**config.mk**
```make
export PLATFORM = sky130hd
export DESIGN_NAME = gpio_mode_port
export DESIGN_NICKNAME = d
export VERILOG_FILES = /design/src/rtl/gpio_mode_pkg.sv /design/src/rtl/gpio_sync.sv /design/src/rtl/gpio_pin_cell.sv /design/src/rtl/gpio_mode_port.sv
export SDC_FILE = /design/constraint.sdc
export NUM_CORES = 1
export LEC_CHECK = 0
export ABC_AREA = 1
export BUFFER_PORTS_ARGS = -buffer_cell sky130_fd_sc_hd__buf_2
export CAP_MARGIN = 20
export CORE_MARGIN = 3
export CORE_UTILIZATION = 30
export DETAILED_ROUTE_END_ITERATION = 10
export PLACE_DENSITY = 0.52
export REMOVE_ABC_BUFFERS = 1
export SLEW_MARGIN = 20
export SYNTH_ARGS = -nofsm -noshare
export SYNTH_HDL_FRONTEND = slang
export SYNTH_HIERARCHICAL = 1
export SYNTH_SLANG_ARGS = --single-unit
```
**constraint.sdc**
```tcl
create_clock -name clk -period 1.68 [get_ports clk]
set_clock_uncertainty 0.05 [all_clocks]
set_input_delay 0.252 -clock clk [delete_from_list [all_inputs] [get_ports clk]]
set_output_delay 0.252 -clock clk [all_outputs]
set_load 0.01 [all_outputs]
```
**src/rtl/gpio_mode_pkg.sv**
```systemverilog
package gpio_mode_pkg;
   typedef enum logic [1:0] {
      PM_ALT     = 2'b00,
      PM_OUT     = 2'b01,
      PM_IN_PU   = 2'b10,
      PM_IN_NOPU = 2'b11
   } pin_mode_e;
endpackage

```
**src/rtl/gpio_sync.sv**
```systemverilog
module gpio_sync #(
   parameter int WIDTH  = 8,
   parameter int STAGES = 2
) (
   input  logic             clk,
   input  logic             rst_n,
   input  logic [WIDTH-1:0] async_i,
   output logic [WIDTH-1:0] sync_o
);
   generate
      if (STAGES < 2) begin : g_bad_stages
         $error("gpio_sync needs at least two stages");
      end
   endgenerate

   logic [WIDTH-1:0] stage_q [STAGES];
   logic             armed_q;

   always_ff @(posedge clk or negedge rst_n) begin
      if (!rst_n) begin
         for (int s = 0; s < STAGES; s++) stage_q[s] <= '0;
         armed_q <= 1'b0;
      end else begin
         stage_q[0] <= async_i;
         for (int s = 1; s < STAGES; s++) stage_q[s] <= stage_q[s-1];
         armed_q <= 1'b1;
      end
   end

   assign sync_o = stage_q[STAGES-1];

   // first stage captures the pad once out of reset
   p_first_stage_r9: assert property (@(posedge clk) disable iff (!rst_n || !armed_q)
      stage_q[0] == $past(async_i));

   genvar g;
   generate
      for (g = 1; g < STAGES; g++) begin : g_chk
         // every later stage is one edge behind the one before
         p_stage_shift_r9: assert property (@(posedge clk) disable iff (!rst_n)
            stage_q[g] == $past(stage_q[g-1]));
      end
   endgenerate
endmodule

```
**src/rtl/gpio_pin_cell.sv**
```systemverilog
module gpio_pin_cell
   import gpio_mode_pkg::*;
#(
   parameter bit READ_ONLY = 1'b0
) (
   input  logic [1:0] mode_i,
   input  logic       latch_i,
   input  logic       pin_sync_i,
   input  logic       alt_out_i,
   input  logic       alt_oe_i,
   output logic       rd_o,
   output logic       out_o,
   output logic       oe_o,
   output logic       pu_o
);
   pin_mode_e eff_mode;

   generate
      if (READ_ONLY) begin : g_ro
         always_comb begin
            eff_mode = pin_mode_e'(mode_i);
            if (eff_mode == PM_OUT) eff_mode = PM_IN_NOPU;
         end
      end else begin : g_rw
         assign eff_mode = pin_mode_e'(mode_i);
      end
   endgenerate

   always_comb begin
      rd_o  = latch_i;
      out_o = latch_i;
      oe_o  = 1'b0;
      pu_o  = 1'b0;
      unique case (eff_mode)
         PM_ALT: begin
            out_o = alt_out_i;
            oe_o  = alt_oe_i;
         end
         PM_OUT:     oe_o = 1'b1;
         PM_IN_PU: begin
            rd_o = pin_sync_i;
            pu_o = 1'b1;
         end
         PM_IN_NOPU: rd_o = pin_sync_i;
         default: ;
      endcase
   end
endmodule

```
**src/rtl/gpio_mode_port.sv**
```systemverilog
module gpio_mode_port
   import gpio_mode_pkg::*;
#(
   parameter int               PIN_COUNT   = 8,
   parameter int               ADDR_W      = 2,
   parameter int               BUS_W       = 16,
   parameter int               DATA_ADDR   = 0,
   parameter int               MODE_ADDR   = 1,
   parameter int               SYNC_STAGES = 2,
   parameter logic [PIN_COUNT-1:0] RO_MASK = 8'b0101_0000
) (
   input  logic                 clk,
   input  logic                 rst_n,
   input  logic [ADDR_W-1:0]    bus_addr,
   input  logic                 bus_we,
   input  logic [BUS_W-1:0]     bus_wdata,
   output logic [BUS_W-1:0]     bus_rdata,
   input  logic [PIN_COUNT-1:0] pin_in,
   input  logic [PIN_COUNT-1:0] alt_out,
   input  logic [PIN_COUNT-1:0] alt_oe,
   output logic [PIN_COUNT-1:0] pin_out,
   output logic [PIN_COUNT-1:0] pin_oe,
   output logic [PIN_COUNT-1:0] pin_pu
);
   localparam int MODE_W = 2 * PIN_COUNT;

   generate
      if (MODE_W > BUS_W) begin : g_bad_bus
         $error("bus too narrow for the mode register");
      end
      if (DATA_ADDR == MODE_ADDR) begin : g_bad_addr
         $error("data and mode registers share an address");
      end
      if (DATA_ADDR >= (1 << ADDR_W) || MODE_ADDR >= (1 << ADDR_W)) begin : g_bad_range
         $error("register address out of range");
      end
   endgenerate

   logic                 wr_data, wr_mode;
   logic [PIN_COUNT-1:0] data_q;
   logic [MODE_W-1:0]    mode_q;
   logic [PIN_COUNT-1:0] pin_sync;
   logic [PIN_COUNT-1:0] rd_bits;

   assign wr_data = bus_we && (bus_addr == ADDR_W'(DATA_ADDR));
   assign wr_mode = bus_we && (bus_addr == ADDR_W'(MODE_ADDR));

   always_ff @(posedge clk or negedge rst_n) begin
      if (!rst_n)       mode_q <= '0;
      else if (wr_mode) mode_q <= bus_wdata[MODE_W-1:0];
   end

   gpio_sync #(.WIDTH(PIN_COUNT), .STAGES(SYNC_STAGES)) sync_i (
      .clk     (clk),
      .rst_n   (rst_n),
      .async_i (pin_in),
      .sync_o  (pin_sync)
   );

   genvar n;
   generate
      for (n = 0; n < PIN_COUNT; n++) begin : g_pin
         if (RO_MASK[n]) begin : g_latch_ro
            assign data_q[n] = 1'b0;
         end else begin : g_latch_rw
            always_ff @(posedge clk or negedge rst_n) begin
               if (!rst_n)       data_q[n] <= 1'b0;
               else if (wr_data) data_q[n] <= bus_wdata[n];
            end
         end

         gpio_pin_cell #(.READ_ONLY(RO_MASK[n])) cell_i (
            .mode_i     (mode_q[2*n +: 2]),
            .latch_i    (data_q[n]),
            .pin_sync_i (pin_sync[n]),
            .alt_out_i  (alt_out[n]),
            .alt_oe_i   (alt_oe[n]),
            .rd_o       (rd_bits[n]),
            .out_o      (pin_out[n]),
            .oe_o       (pin_oe[n]),
            .pu_o       (pin_pu[n])
         );

         // pull-up only with code 10 in the mode register
         p_pu_only_in10_r6: assert property (@(posedge clk) disable iff (!rst_n)
            pin_pu[n] |-> (mode_q[2*n +: 2] == 2'b10));
         // alternate mode passes the alternate enable to the pad
         p_alt_oe_pass_r4: assert property (@(posedge clk) disable iff (!rst_n)
            (mode_q[2*n +: 2] == 2'b00) |-> (pin_oe[n] == alt_oe[n]));
         if (RO_MASK[n]) begin : g_ro_chk
            // input-only pins are never driven outside alternate mode
            p_ro_never_oe_r8: assert property (@(posedge clk) disable iff (!rst_n)
               (mode_q[2*n +: 2] != 2'b00) |-> !pin_oe[n]);
         end
      end
   endgenerate

   always_comb begin
      bus_rdata = '0;
      if (bus_addr == ADDR_W'(DATA_ADDR))      bus_rdata[PIN_COUNT-1:0] = rd_bits;
      else if (bus_addr == ADDR_W'(MODE_ADDR)) bus_rdata[MODE_W-1:0]    = mode_q;
   end

   // a data write lands in the latch on the next edge, masked by R7
   p_write_lands_r3: assert property (@(posedge clk) disable iff (!rst_n)
      wr_data |=> (data_q == ($past(bus_wdata[PIN_COUNT-1:0]) & ~RO_MASK)));
   // input-only latch bits remain zero
   p_ro_zero_r7: assert property (@(posedge clk) disable iff (!rst_n)
      (data_q & RO_MASK) == '0);
   // no write strobe, no change
   p_hold_data_r10: assert property (@(posedge clk) disable iff (!rst_n)
      !wr_data |=> $stable(data_q));
   p_hold_mode_r10: assert property (@(posedge clk) disable iff (!rst_n)
      !wr_mode |=> $stable(mode_q));
endmodule

```
After elaboration in Yosys (flattened, before gate mapping)
Index checks and enable logic that the tools add are counted.
{ "op_classes": {"eq_ne": 27, "muxes": 37, "reduce_logical": 19} }
{ "ops": {"columns": ["operator", "n"], "rows": [
  ["$eq A2 B2 Y1 const B", 16],
  ["$mux W1", 24],
  ["$eq A2 B1 Y1 const B", 11],
  ["$logic_not A2 Y1", 9],
  ["$mux W16", 1],
  ["$mux W8", 2],
  ["$pmux W1 S2", 8],
  ["$reduce_or A2 Y1", 8],
  ["$mux W2", 2],
  ["$logic_and A1 B1 Y1", 2]
]} }
{ "totals": {"register_bits": 38, "input_bits": 45, "output_inout_bits": 40, "elab_cells": 92} }

Longest topological paths before layout
Gate-level depths: netlist (run 1).
{ "logic_depth": {"depth_word": 6, "mapped_depth": 5, "depth_no_buf": 5} }

Modules after synthesis
The synthesis (run 1) kept the hierarchy.
{ "modules_own_cells": {"columns": ["mod", "instances", "cells_each", "area_each_um2", "seq_area_each_um2"], "rows": [
  ["gpio_mode_port", 1, 143, 1094.8, 550.5],
  ["gpio_sync", 1, 24, 460.4, 400.4],
  ["gpio_pin_cell at g_pin[0].cell_i ...", 6, 11, 42.5, 0.0],
  ["gpio_pin_cell at g_pin[4].cell_i ...", 2, 10, 46.3, 0.0]
]} }

Least setup slack after synthesis (run 1)
OpenSTA, ideal clock, no wires.
{ "synth_path": {"kind": "input -> output", "startpoint": "input port bus_addr[0]", "endpoint": "output port bus_rdata[0]", "t_arrival_ns": 0.817, "required_time_ns": 1.378, "path_slack_ns": 0.561, "stages": 5, "path_buffers": 2, "path_cell_list": "buf_4 -> nor2_4 -> buf_4 -> nand2_1 -> nand2_1"} }
{ "synth_between": {"elab_chain_len": 3, "elab_cells_between_ends": 4, "classes_between": "eq/ne: 1; mux: 2; reduce/logical: 1"} }
{ "synth_rtl": {"columns": ["item", "line", "source"], "rows": [
  ["start: declaration", "gpio_mode_port.sv:14", "input logic [ADDR_W-1:0] bus_addr,"],
  ["$eq A2 B1 Y1", "gpio_mode_port.sv:101", "else if (bus_addr == ADDR_W'(MODE_ADDR)) bus_rdata[MODE_W-1:0] = mode_q;"],
  ["$mux W16", "gpio_mode_port.sv:101", null],
  ["$mux W8 (*)", "gpio_mode_port.sv:100", "if (bus_addr == ADDR_W'(DATA_ADDR)) bus_rdata[PIN_COUNT-1:0] = rd_bits;"],
  ["end: declaration", "gpio_mode_port.sv:17", "output logic [BUS_W-1:0] bus_rdata,"]
]} }
Mark *: on every way between the ends. The rest lies on a longest branch, timed or not.

Worst setup path in the final report (run 1)
{ "layout_path": {"startpoint": "register mode_q[9]", "endpoint": "output port bus_rdata[4]"} }
{ "layout_between": {"elab_chain_len": 6, "elab_cells_between_ends": 7, "classes_between": "eq/ne: 3; mux: 3; reduce/logical: 1"} }
{ "layout_rtl": {"columns": ["item", "line", "source"], "rows": [
  ["start: declaration", "gpio_mode_port.sv:41", "logic [MODE_W-1:0] mode_q;"],
  ["start signal: assignment", "gpio_mode_port.sv:50", "else if (wr_mode) mode_q <= bus_wdata[MODE_W-1:0];"],
  ["$eq A2 B1 Y1", "gpio_pin_cell.sv:22", "if (eff_mode == PM_OUT) eff_mode = PM_IN_NOPU;"],
  ["$mux W2 (*)", "gpio_pin_cell.sv:22", null],
  ["$eq A2 B2 Y1", "gpio_pin_cell.sv:34", "unique case (eff_mode)"],
  ["$reduce_or A2 Y1 (no source line) (*)", null, null],
  ["$mux W1 (*)", "gpio_pin_cell.sv:34", null],
  ["via rd_bits[4]", "gpio_mode_port.sv:43", "logic [PIN_COUNT-1:0] rd_bits;"],
  ["$mux W8 (*)", "gpio_mode_port.sv:100", null]
]} }
Mark *: on every way through the listed nets, which the timed path passes. The rest lies on a longest branch.

==> impl_metrics.py, run 1 <==
metrics = {
    "placement": {
        "gp_congestion": 0.784,
        "dp_slack_ns": 0.301,
        "placed_area_um2": 2370,
        "dp_hpwl_mm": 3.75,
        "dp.cells": 404,
        "portBuffers": 84,
    },
    "layout": {
        "layout_common_cells": "nand2_1, buf_2, dfrtp_1, nor2_1",
        "instances_no_fill": 413,
        "final_util": 0.411,
        "nets": 382,
        "regArea_um2": 953,
        "fin_area_um2": 2480,
        "drive_gt1_frac": 0.308,
        "area_delta_synth_final_pct": 30.2,
        "final_common_cell": "nand2_1",
        "multi_input_area_um2": 787,
        "n_antenna_cell": 0,
        "fillers": 655,
    },
    "clocking": {
        "cts_sinks": 38,
        "cts_buffers": 5,
        "clock_latency_ns": 0.28,
        "path_clk_slew_ns": 0.08,
        "cts_buffer_depth": 2,
        "cts_tree": "done",
        "root_buffer": "clkbuf_8",
        "cts_setup_buffers": 0,
        "htree_levels": 2,
    },
    "logic_synthesis": {
        "postSynthAreaPerCell_um2": 7.52,
        "seq_area_frac_synth": 0.500,
        "ys_seq_elements": 38,
        "synth.distinct_cells": 16,
        "syn-cell-area_um2": 1900,
        "syn_inst": 253,
        "ys_warn_count": 6,
    },
    "worst_setup_path": {
        "slowest_delay_ns": 0.46,
        "setup.worst_path.start_class": "flop",
        "rr_startpoint": "mode_q[15]",
        "worstPathMaxFanout": 7,
        "worstSetupPathType": "reg2out",
        "regToRegSetupSlack_ns": 0.90,
        "path_cells": "o21ai_0 -> nand2_1 -> nand2_1 -> nand2_1 -> buf_2",
        "r2r_cells": 2,
        "cp.required_ns": 1.38,
        "crit_slowest_cell": "dfrtp_1",
        "r2r_end": "mode_q[15]",
        "arrival_ns": 1.24,
        "endpoint_kind": "output pin",
        "crit_top_cell": "nand2_1",
    },
    "sta": {
        "rsz0062_at_grt": "no",
        "post-route-period-util": 0.918,
        "fin_crit_ns": 1.54,
        "finalSetupViolCount": 0,
        "hold_viol_final": 0,
        "report.final.slew_viol_count": 0,
        "setup_tns_ns": 0,
        "fmax_ghz": 0.649,
        "setup_slack_ns": 0.138,
    },
    "power_and_ir_drop": {
        "power_density_nw_per_um2": 975,
        "leakagePower_nw": 1.44,
        "peakVddDrop_uv": 497,
    },
    "global_routing": {
        "antenna_found_initial": 0,
        "grt_max_degree": 24,
        "overflow": 0,
        "track_usage": 0.144,
        "first_global_vias": 1828,
        "grt_first_pass_wirelength_mm": 8.51,
    },
    "die": {
        "core_um2": 6030,
        "fp.dieH_um": 85.6,
        "die_w_um": 85.6,
        "die-area_um2": 7340,
        "start_util": 0.316,
        "rows": 28,
        "pin_count": 85,
    },
    "hold_path": {
        "min_from": "pin_in[4]",
        "hold_path.class": "in2reg",
        "hold_depth": 1,
        "hold_end": "sync_i/stage_q[12]",
    },
    "routing": {
        "initialDrtViolationCount": 61,
        "drtPass1Iterations": 4,
        "vias": 1851,
        "routed_via_density": 4.48,
        "routed_wl_mm": 5.04,
        "wl_per_cell_um": 12.2,
        "drc": 0,
        "antenna_left": 0,
    },
    "flow_run": {
        "drv_cap": 0,
    },
    "outcome": {
        "status": "finished clean",
    },
}
==> synth_stat cells <==
master   number  area share
o21ai_1       6       0.016
nand3_2       1      0.0053
nor3b_1       2      0.0079
nand2_1     100        0.20
conb_1        1      0.0020
o21ai_0       4       0.011
nand3_1      14       0.037
dfrtp_1      38        0.50
buf_4        11       0.043
nand4_1      16       0.053
nor2_2        2      0.0066
nor2_1       34       0.067
inv_1        16       0.032
buf_2         6       0.016
nor2_4        1      0.0059
inv_2         1      0.0020
==> flip-flops by register name, indices dropped and copies added, names as in the netlist <==
name / count
mode_q: 16
sync_i/stage_q: 8
sync_i/sync_o: 8
data_q: 6
==> cell type report <==
cell class / instances / share of cell area
Timing Repair Buffer: 91 / 0.197
Multi-Input combinational cell: 184 / 0.318
Tap cell: 75 / 0.0379
Inverter: 17 / 0.0258
Clock buffer: 7 / 0.0348
Sequential cell: 38 / 0.385
Clock inverter: 1 / 0.00202
==> worst max-delay path by stage <==
stage / from / to / slack, ns / cells past startpoint
floorplan: bus_addr[1] / bus_rdata[10] / 0.50 / 3
global placement: bus_addr[0] / mode_q[1] / 0.32 / 5
detailed placement: bus_addr[1] / mode_q[13] / 0.30 / 6
CTS: mode_q[12] / bus_rdata[6] / 0.09 / 5
global route: mode_q[9] / bus_rdata[4] / 0.003 / 5
finish: mode_q[9] / bus_rdata[4] / 0.14 / 5
==> kinds of logic after synthesis <==
kind of cell / after synthesis / synth area share
buffers and inverters: 34 / 0.0927
AO/OA/AOI/OAI: 10 / 0.0263
other: 1 / 0.00197
AND/OR/NAND/NOR: 170 / 0.379
flip-flops: 38 / 0.500
==> per-stage QoR <==
step | hold WS (ns) | total power [mW]
finish | 0.0183 | 2.42
global route | 0.00370 | 2.59
CTS | 0.0116 | 2.45
detailed placement | 0.151 | 1.79
global placement | 0.149 | 1.79
floorplan | -0.0936 | 1.47
==> what timing repair did <==
action | in CTS | in global routing
gates resized for setup | 0 | 2
hold buffers | 1 | 0
setup endpoints to repair | 0 | 2
hold endpoints to repair | 15 | 0
==> layer usage <==
layer / vias up / wire, um / global-route usage
li1: 951 / - / -
met1: 833 / 2310 / 0.196
met2: 65 / 2350 / 0.234
met3: 2 / 365 / 0.0346
met4: 0 / 19 / 0.0302
met5: - / 0 / 0
==> critical path: cells and delay by family, from the launching register on <==
family,cells,cell delay [ns]
buffers and inverters,1,0.14
AOI/OAI and AO/OA,1,0.17
DFF,1,0.46
and+or+nand+nor,3,0.19
==> power by group <==
group	leakage (nW)	switching (mW)	internal, mW
sequential	0.459	0.136	1.02
combinational	0.936	0.348	0.264
clock	0.0482	0.317	0.331
Power figures use the tool's default switching activity.
==> run 2, diff against run 1 <==
--- a/config.mk
+++ b/config.mk
@@ -11,7 +11,7 @@
 export CORE_MARGIN = 3
 export CORE_UTILIZATION = 30
 export DETAILED_ROUTE_END_ITERATION = 10
-export PLACE_DENSITY = 0.52
+export PLACE_DENSITY = 0.54
 export REMOVE_ABC_BUFFERS = 1
 export SLEW_MARGIN = 20
 export SYNTH_ARGS = -nofsm -noshare
==> constraint.sdc (replaced) <==
create_clock -name clk -period 1.68 [get_ports clk]
set_clock_uncertainty 0.05 [all_clocks]
set_input_delay 0.336 -clock clk [delete_from_list [all_inputs] [get_ports clk]]
set_output_delay 0.336 -clock clk [all_outputs]
set_load 0.01 [all_outputs]
==> impl_metrics.py, run 2 (synthesized netlist as in run 1, its figures left out) <==
metrics = {
    "outcome": {
        "status": "finished clean",
    },
    "routing": {
        "drc": 0,
        "routed_via_density": 4.50,
        "wl_per_cell_um": 12.4,
        "vias": 1861,
        "initialDrtViolationCount": 107,
        "drtPass1Iterations": 6,
        "antenna_left": 0,
        "routed_wl_mm": 5.14,
    },
    "worst_setup_path": {
        "rr_startpoint": "mode_q[13]",
        "worstPathMaxFanout": 7,
        "startpoint": "mode_q[13]",
        "path_delay_family": "flip-flops",
        "cp.buffers_inverters": 1,
        "cp.required_ns": 1.29,
        "r2r_end": "mode_q[13]",
        "r2r_cells": 2,
        "arrival_ns": 1.22,
        "crit_top_cell": "nand2_1",
        "setup.worst_path.start_class": "flop",
        "worstSetupPathType": "reg2out",
        "path_cells": "o21ai_0 -> nand2_1 -> nand2_1 -> nand2_1 -> buf_2",
        "regToRegSetupSlack_ns": 0.91,
        "crit_slowest_cell": "dfrtp_1",
        "endpoint_kind": "output pin",
        "slowest_delay_ns": 0.46,
    },
    "hold_path": {
        "hold_path.class": "in2reg",
        "hold_depth": 1,
        "min_from": "pin_in[0]",
        "hold_end": "sync_i/stage_q[8]",
    },
    "clocking": {
        "path_clk_slew_ns": 0.07,
        "cts_buffer_depth": 2,
        "cts_buffers": 5,
        "clock_latency_ns": 0.28,
        "root_buffer": "clkbuf_8",
        "cts_sinks": 38,
        "htree_levels": 2,
        "cts_tree": "done",
    },
    "layout": {
        "fillers": 655,
        "regMostFlops": "mode_q",
        "nets": 384,
        "layout_common_cells": "nand2_1, buf_2, nor2_1, dfrtp_1",
        "final_common_cell": "nand2_1",
        "n_antenna_cell": 0,
        "largest_register_ff_count": 16,
        "instances_no_fill": 414,
        "area_delta_synth_final_pct": 31.8,
        "drive_gt1_frac": 0.319,
    },
    "die": {
        "fp.dieH_um": 85.6,
        "rows": 28,
        "die_w_um": 85.6,
        "start_util": 0.316,
        "pin_count": 85,
        "core_um2": 6030,
        "die-area_um2": 7340,
    },
    "sta": {
        "report.final.slew_viol_count": 0,
        "fin_hold_ws_ns": 0.104,
        "post-route-period-util": 0.956,
        "setup_tns_ns": 0,
        "fmax_ghz": 0.623,
        "rsz0062_at_grt": "no",
        "setup_slack_ns": 0.0741,
        "hold_viol_final": 0,
        "fin_crit_ns": 1.61,
        "finalSetupViolCount": 0,
    },
    "global_routing": {
        "grt_first_pass_wirelength_mm": 8.45,
        "track_usage": 0.146,
        "first_global_vias": 1724,
        "antenna_found_initial": 0,
        "overflow": 0,
        "grt_max_degree": 21,
    },
    "placement": {
        "dp_hpwl_mm": 3.81,
        "portBuffers": 84,
        "dp_slack_ns": 0.182,
        "dp.cells": 406,
        "gp_congestion": 0.743,
    },
    "power_and_ir_drop": {
        "peakVddDrop_uv": 407,
        "leakagePower_nw": 1.45,
        "power_density_nw_per_um2": 942,
    },
    "flow_run": {
        "drv_cap": 0,
    },
}
-- run 2: layer usage --
metal | up-vias | track usage | share of wire | wire length, um
met4 | 0 | 0.0417 | 0.014 | 71
met1 | 824 | 0.203 | 0.47 | 2420
met5 | - | 0 | 0 | 0
met2 | 71 | 0.227 | 0.45 | 2320
li1 | 960 | - | - | -
met3 | 6 | 0.0355 | 0.065 | 332
-- run 2: where the power goes --
| group | total, mW | switching (mW) | leakage (nW) | internal (mW) |
|---|---|---|---|---|
| clock | 0.581 | 0.295 | 0.0383 | 0.286 |
| sequential | 1.16 | 0.138 | 0.454 | 1.02 |
| combinational | 0.622 | 0.348 | 0.954 | 0.273 |
-- run 2: repair_timing --
action | in CTS | in global routing
endpoints found under the setup margin | 0 | 5
hold endpoints to repair | 19 | 0
resized for setup | 0 | 7
hold buffers | 1 | 0
setup buffers | 0 | 0
-- run 2: area by class of cell --
type | count | area [um2] | share of cell area
repair buffers | 93 | 528 | 0.211
clock buffers | 7 | 76.3 | 0.0304
flip-flops and latches | 38 | 958 | 0.382
well taps | 75 | 93.8 | 0.0374
multi-input cells | 184 | 787 | 0.314
inverters | 17 | 63.8 | 0.0254
-- run 2: how the worst max path moves through the flow --
| stage | end | slack, ns | cells past startpoint |
|---|---|---|---|
| final | bus_rdata[6] | 0.07 | 5 |
| after global routing | bus_rdata[2] | 0.001 | 6 |
| after CTS | bus_rdata[6] | 0.04 | 5 |
| after detailed placement | bus_rdata[11] | 0.18 | 5 |
| after global placement | bus_rdata[12] | 0.15 | 5 |
| after floorplan | bus_rdata[10] | 0.33 | 3 |
-- run 2: per-stage QoR --
| stage | area, um2 | util | total power, mW |
|---|---|---|---|
| after floorplan | 1800 | - | 1.47 |
| after global placement | 2410 | 0.401 | 1.79 |
| after detailed placement | 2410 | 0.401 | 1.80 |
| after CTS | 2500 | 0.415 | 2.40 |
| after global routing | 2510 | 0.416 | 2.55 |
| final | 2510 | 0.416 | 2.36 |
==> run 3, diff against run 2 <==
--- a/config.mk
+++ b/config.mk
@@ -10,9 +10,10 @@
 export CAP_MARGIN = 20
 export CORE_MARGIN = 3
 export CORE_UTILIZATION = 30
+export CTS_BUF_LIST = sky130_fd_sc_hd__clkbuf_4
 export DETAILED_ROUTE_END_ITERATION = 10
 export PLACE_DENSITY = 0.54
-export REMOVE_ABC_BUFFERS = 1
+export SKIP_CTS_REPAIR_TIMING = 1
 export SLEW_MARGIN = 20
 export SYNTH_ARGS = -nofsm -noshare
 export SYNTH_HDL_FRONTEND = slang
==> impl_metrics.py, run 3 (synthesized netlist as in run 1, its figures left out) <==
metrics = {
    "hold_path": {
        "min_from": "pin_in[4]",
        "hold_end": "sync_i/stage_q[12]",
        "hold_depth": 1,
        "hold_path.class": "in2reg",
    },
    "placement": {
        "portBuffers": 84,
        "dp_slack_ns": 0.188,
        "dp_hpwl_mm": 3.64,
        "dp.cells": 405,
        "gp_congestion": 0.756,
    },
    "die": {
        "pin_count": 85,
        "start_util": 0.316,
        "rows": 28,
        "fp.dieH_um": 85.6,
        "die-area_um2": 7340,
        "core_um2": 6030,
        "die_w_um": 85.6,
    },
    "global_routing": {
        "first_global_vias": 1735,
        "track_usage": 0.137,
        "use_met3": 0.0307,
        "overflow": 0,
        "grt_busiest_layer": "met2",
        "grt_max_degree": 22,
        "antenna_found_initial": 0,
        "grt_use_met2": 0.223,
        "grt_util_met1": 0.186,
        "grt_first_pass_wirelength_mm": 8.12,
    },
    "routing": {
        "initialDrtViolationCount": 113,
        "antenna_left": 0,
        "routed_wl_mm": 4.98,
        "vias": 1891,
        "drc": 0,
        "wl_per_cell_um": 11.8,
        "drtPass1Iterations": 4,
        "routed_via_density": 4.47,
    },
    "outcome": {
        "status": "finished clean",
    },
    "clocking": {
        "clock_latency_ns": 0.32,
        "htree_levels": 2,
        "cts_sinks": 38,
        "path_clk_slew_ns": 0.12,
        "cts_tree": "done",
        "root_buffer": "clkbuf_4",
        "cts_buffer_depth": 2,
        "cts_buffers": 5,
    },
    "layout": {
        "layout_common_cells": "nand2_1, buf_2, nor2_1, dfrtp_1, nand4_1",
        "final_util": 0.425,
        "n_antenna_cell": 0,
        "final_common_cell": "nand2_1",
        "drive_gt1_frac": 0.379,
        "regMostFlops": "mode_q",
        "instances_no_fill": 423,
        "largest_register_ff_count": 16,
        "nets": 392,
        "area_delta_synth_final_pct": 34.6,
    },
    "worst_setup_path": {
        "slowest_delay_ns": 0.46,
        "r2r_cells": 3,
        "crit_slowest_cell": "dfrtp_2",
        "cp.required_ns": 1.29,
        "crit_top_cell": "nand2_1",
        "worstPathMaxFanout": 5,
        "endpoint_kind": "output pin",
        "startpoint": "mode_q[9]",
        "path_cells": "o21ai_2 -> nand2_1 -> nand2_1 -> nand2_1 -> buf_2",
        "r2r_end": "mode_q[12]",
        "setup.worst_path.start_class": "flop",
        "worstSetupPathType": "reg2out",
        "regToRegSetupSlack_ns": 0.81,
        "arrival_ns": 1.25,
        "rr_startpoint": "mode_q[12]",
    },
    "power_and_ir_drop": {
        "leakagePower_nw": 1.47,
        "peakVddDrop_uv": 401,
        "power_density_nw_per_um2": 894,
        "power_mw": 2.29,
    },
    "sta": {
        "finalSetupViolCount": 0,
        "hold_viol_final": 0,
        "report.final.slew_viol_count": 0,
        "rsz0062_at_grt": "yes",
        "setup_slack_ns": 0.0481,
        "fmax_ghz": 0.613,
        "fin_crit_ns": 1.63,
        "post-route-period-util": 0.971,
        "fin_hold_ws_ns": 0.0462,
    },
    "flow_run": {
        "drv_cap": 0,
    },
}
## run 3: area by class of cell
cell class	instances	area (um2)
well taps	75	93.8
fillers	668	3460
multi-input cells	184	815
inverters	17	63.8
flip-flops and latches	38	963
repair buffers	101	577
clock buffers	5	37.5
clock inverters	3	11.3
## run 3: worst max path at each step
stage,slack [ns],to
finish,0.05,bus_rdata[4]
global route,-0.04,bus_rdata[5]
detailed placement,0.19,bus_rdata[7]
global placement,0.18,bus_rdata[2]
CTS,-0.06,bus_rdata[4]
floorplan,0.39,bus_rdata[0]
## run 3: worst max-delay path, delay by kind of cell (launching register included)
kind	cells	cell delay, ns
compound gates	1	0.13
buf+inv	1	0.13
flops	1	0.46
simple gates	3	0.19
## run 3: stage by stage
stage | instance area (um2) | TNS [ns]
2_1_floorplan | 1910 | 0
5_1_grt | 2560 | -0.201
3_5_place_dp | 2380 | 0
6_report | 2560 | 0
4_1_cts | 2430 | -0.117
3_3_place_gp | 2380 | 0
## run 3: metal layers
layer | part of all wire | routed length [um] | vias to the layer above
met2 | 0.47 | 2320 | 54
met3 | 0.050 | 247 | 5
li1 | - | - | 978
met4 | 0.0098 | 49 | 0
met5 | 0 | 0 | -
met1 | 0.48 | 2370 | 854
## run 3: report_power, final
group	internal, mW	switching, mW	total, mW
Sequential	1.03	0.138	1.16
Clock	0.149	0.282	0.431
Combinational	0.324	0.371	0.695
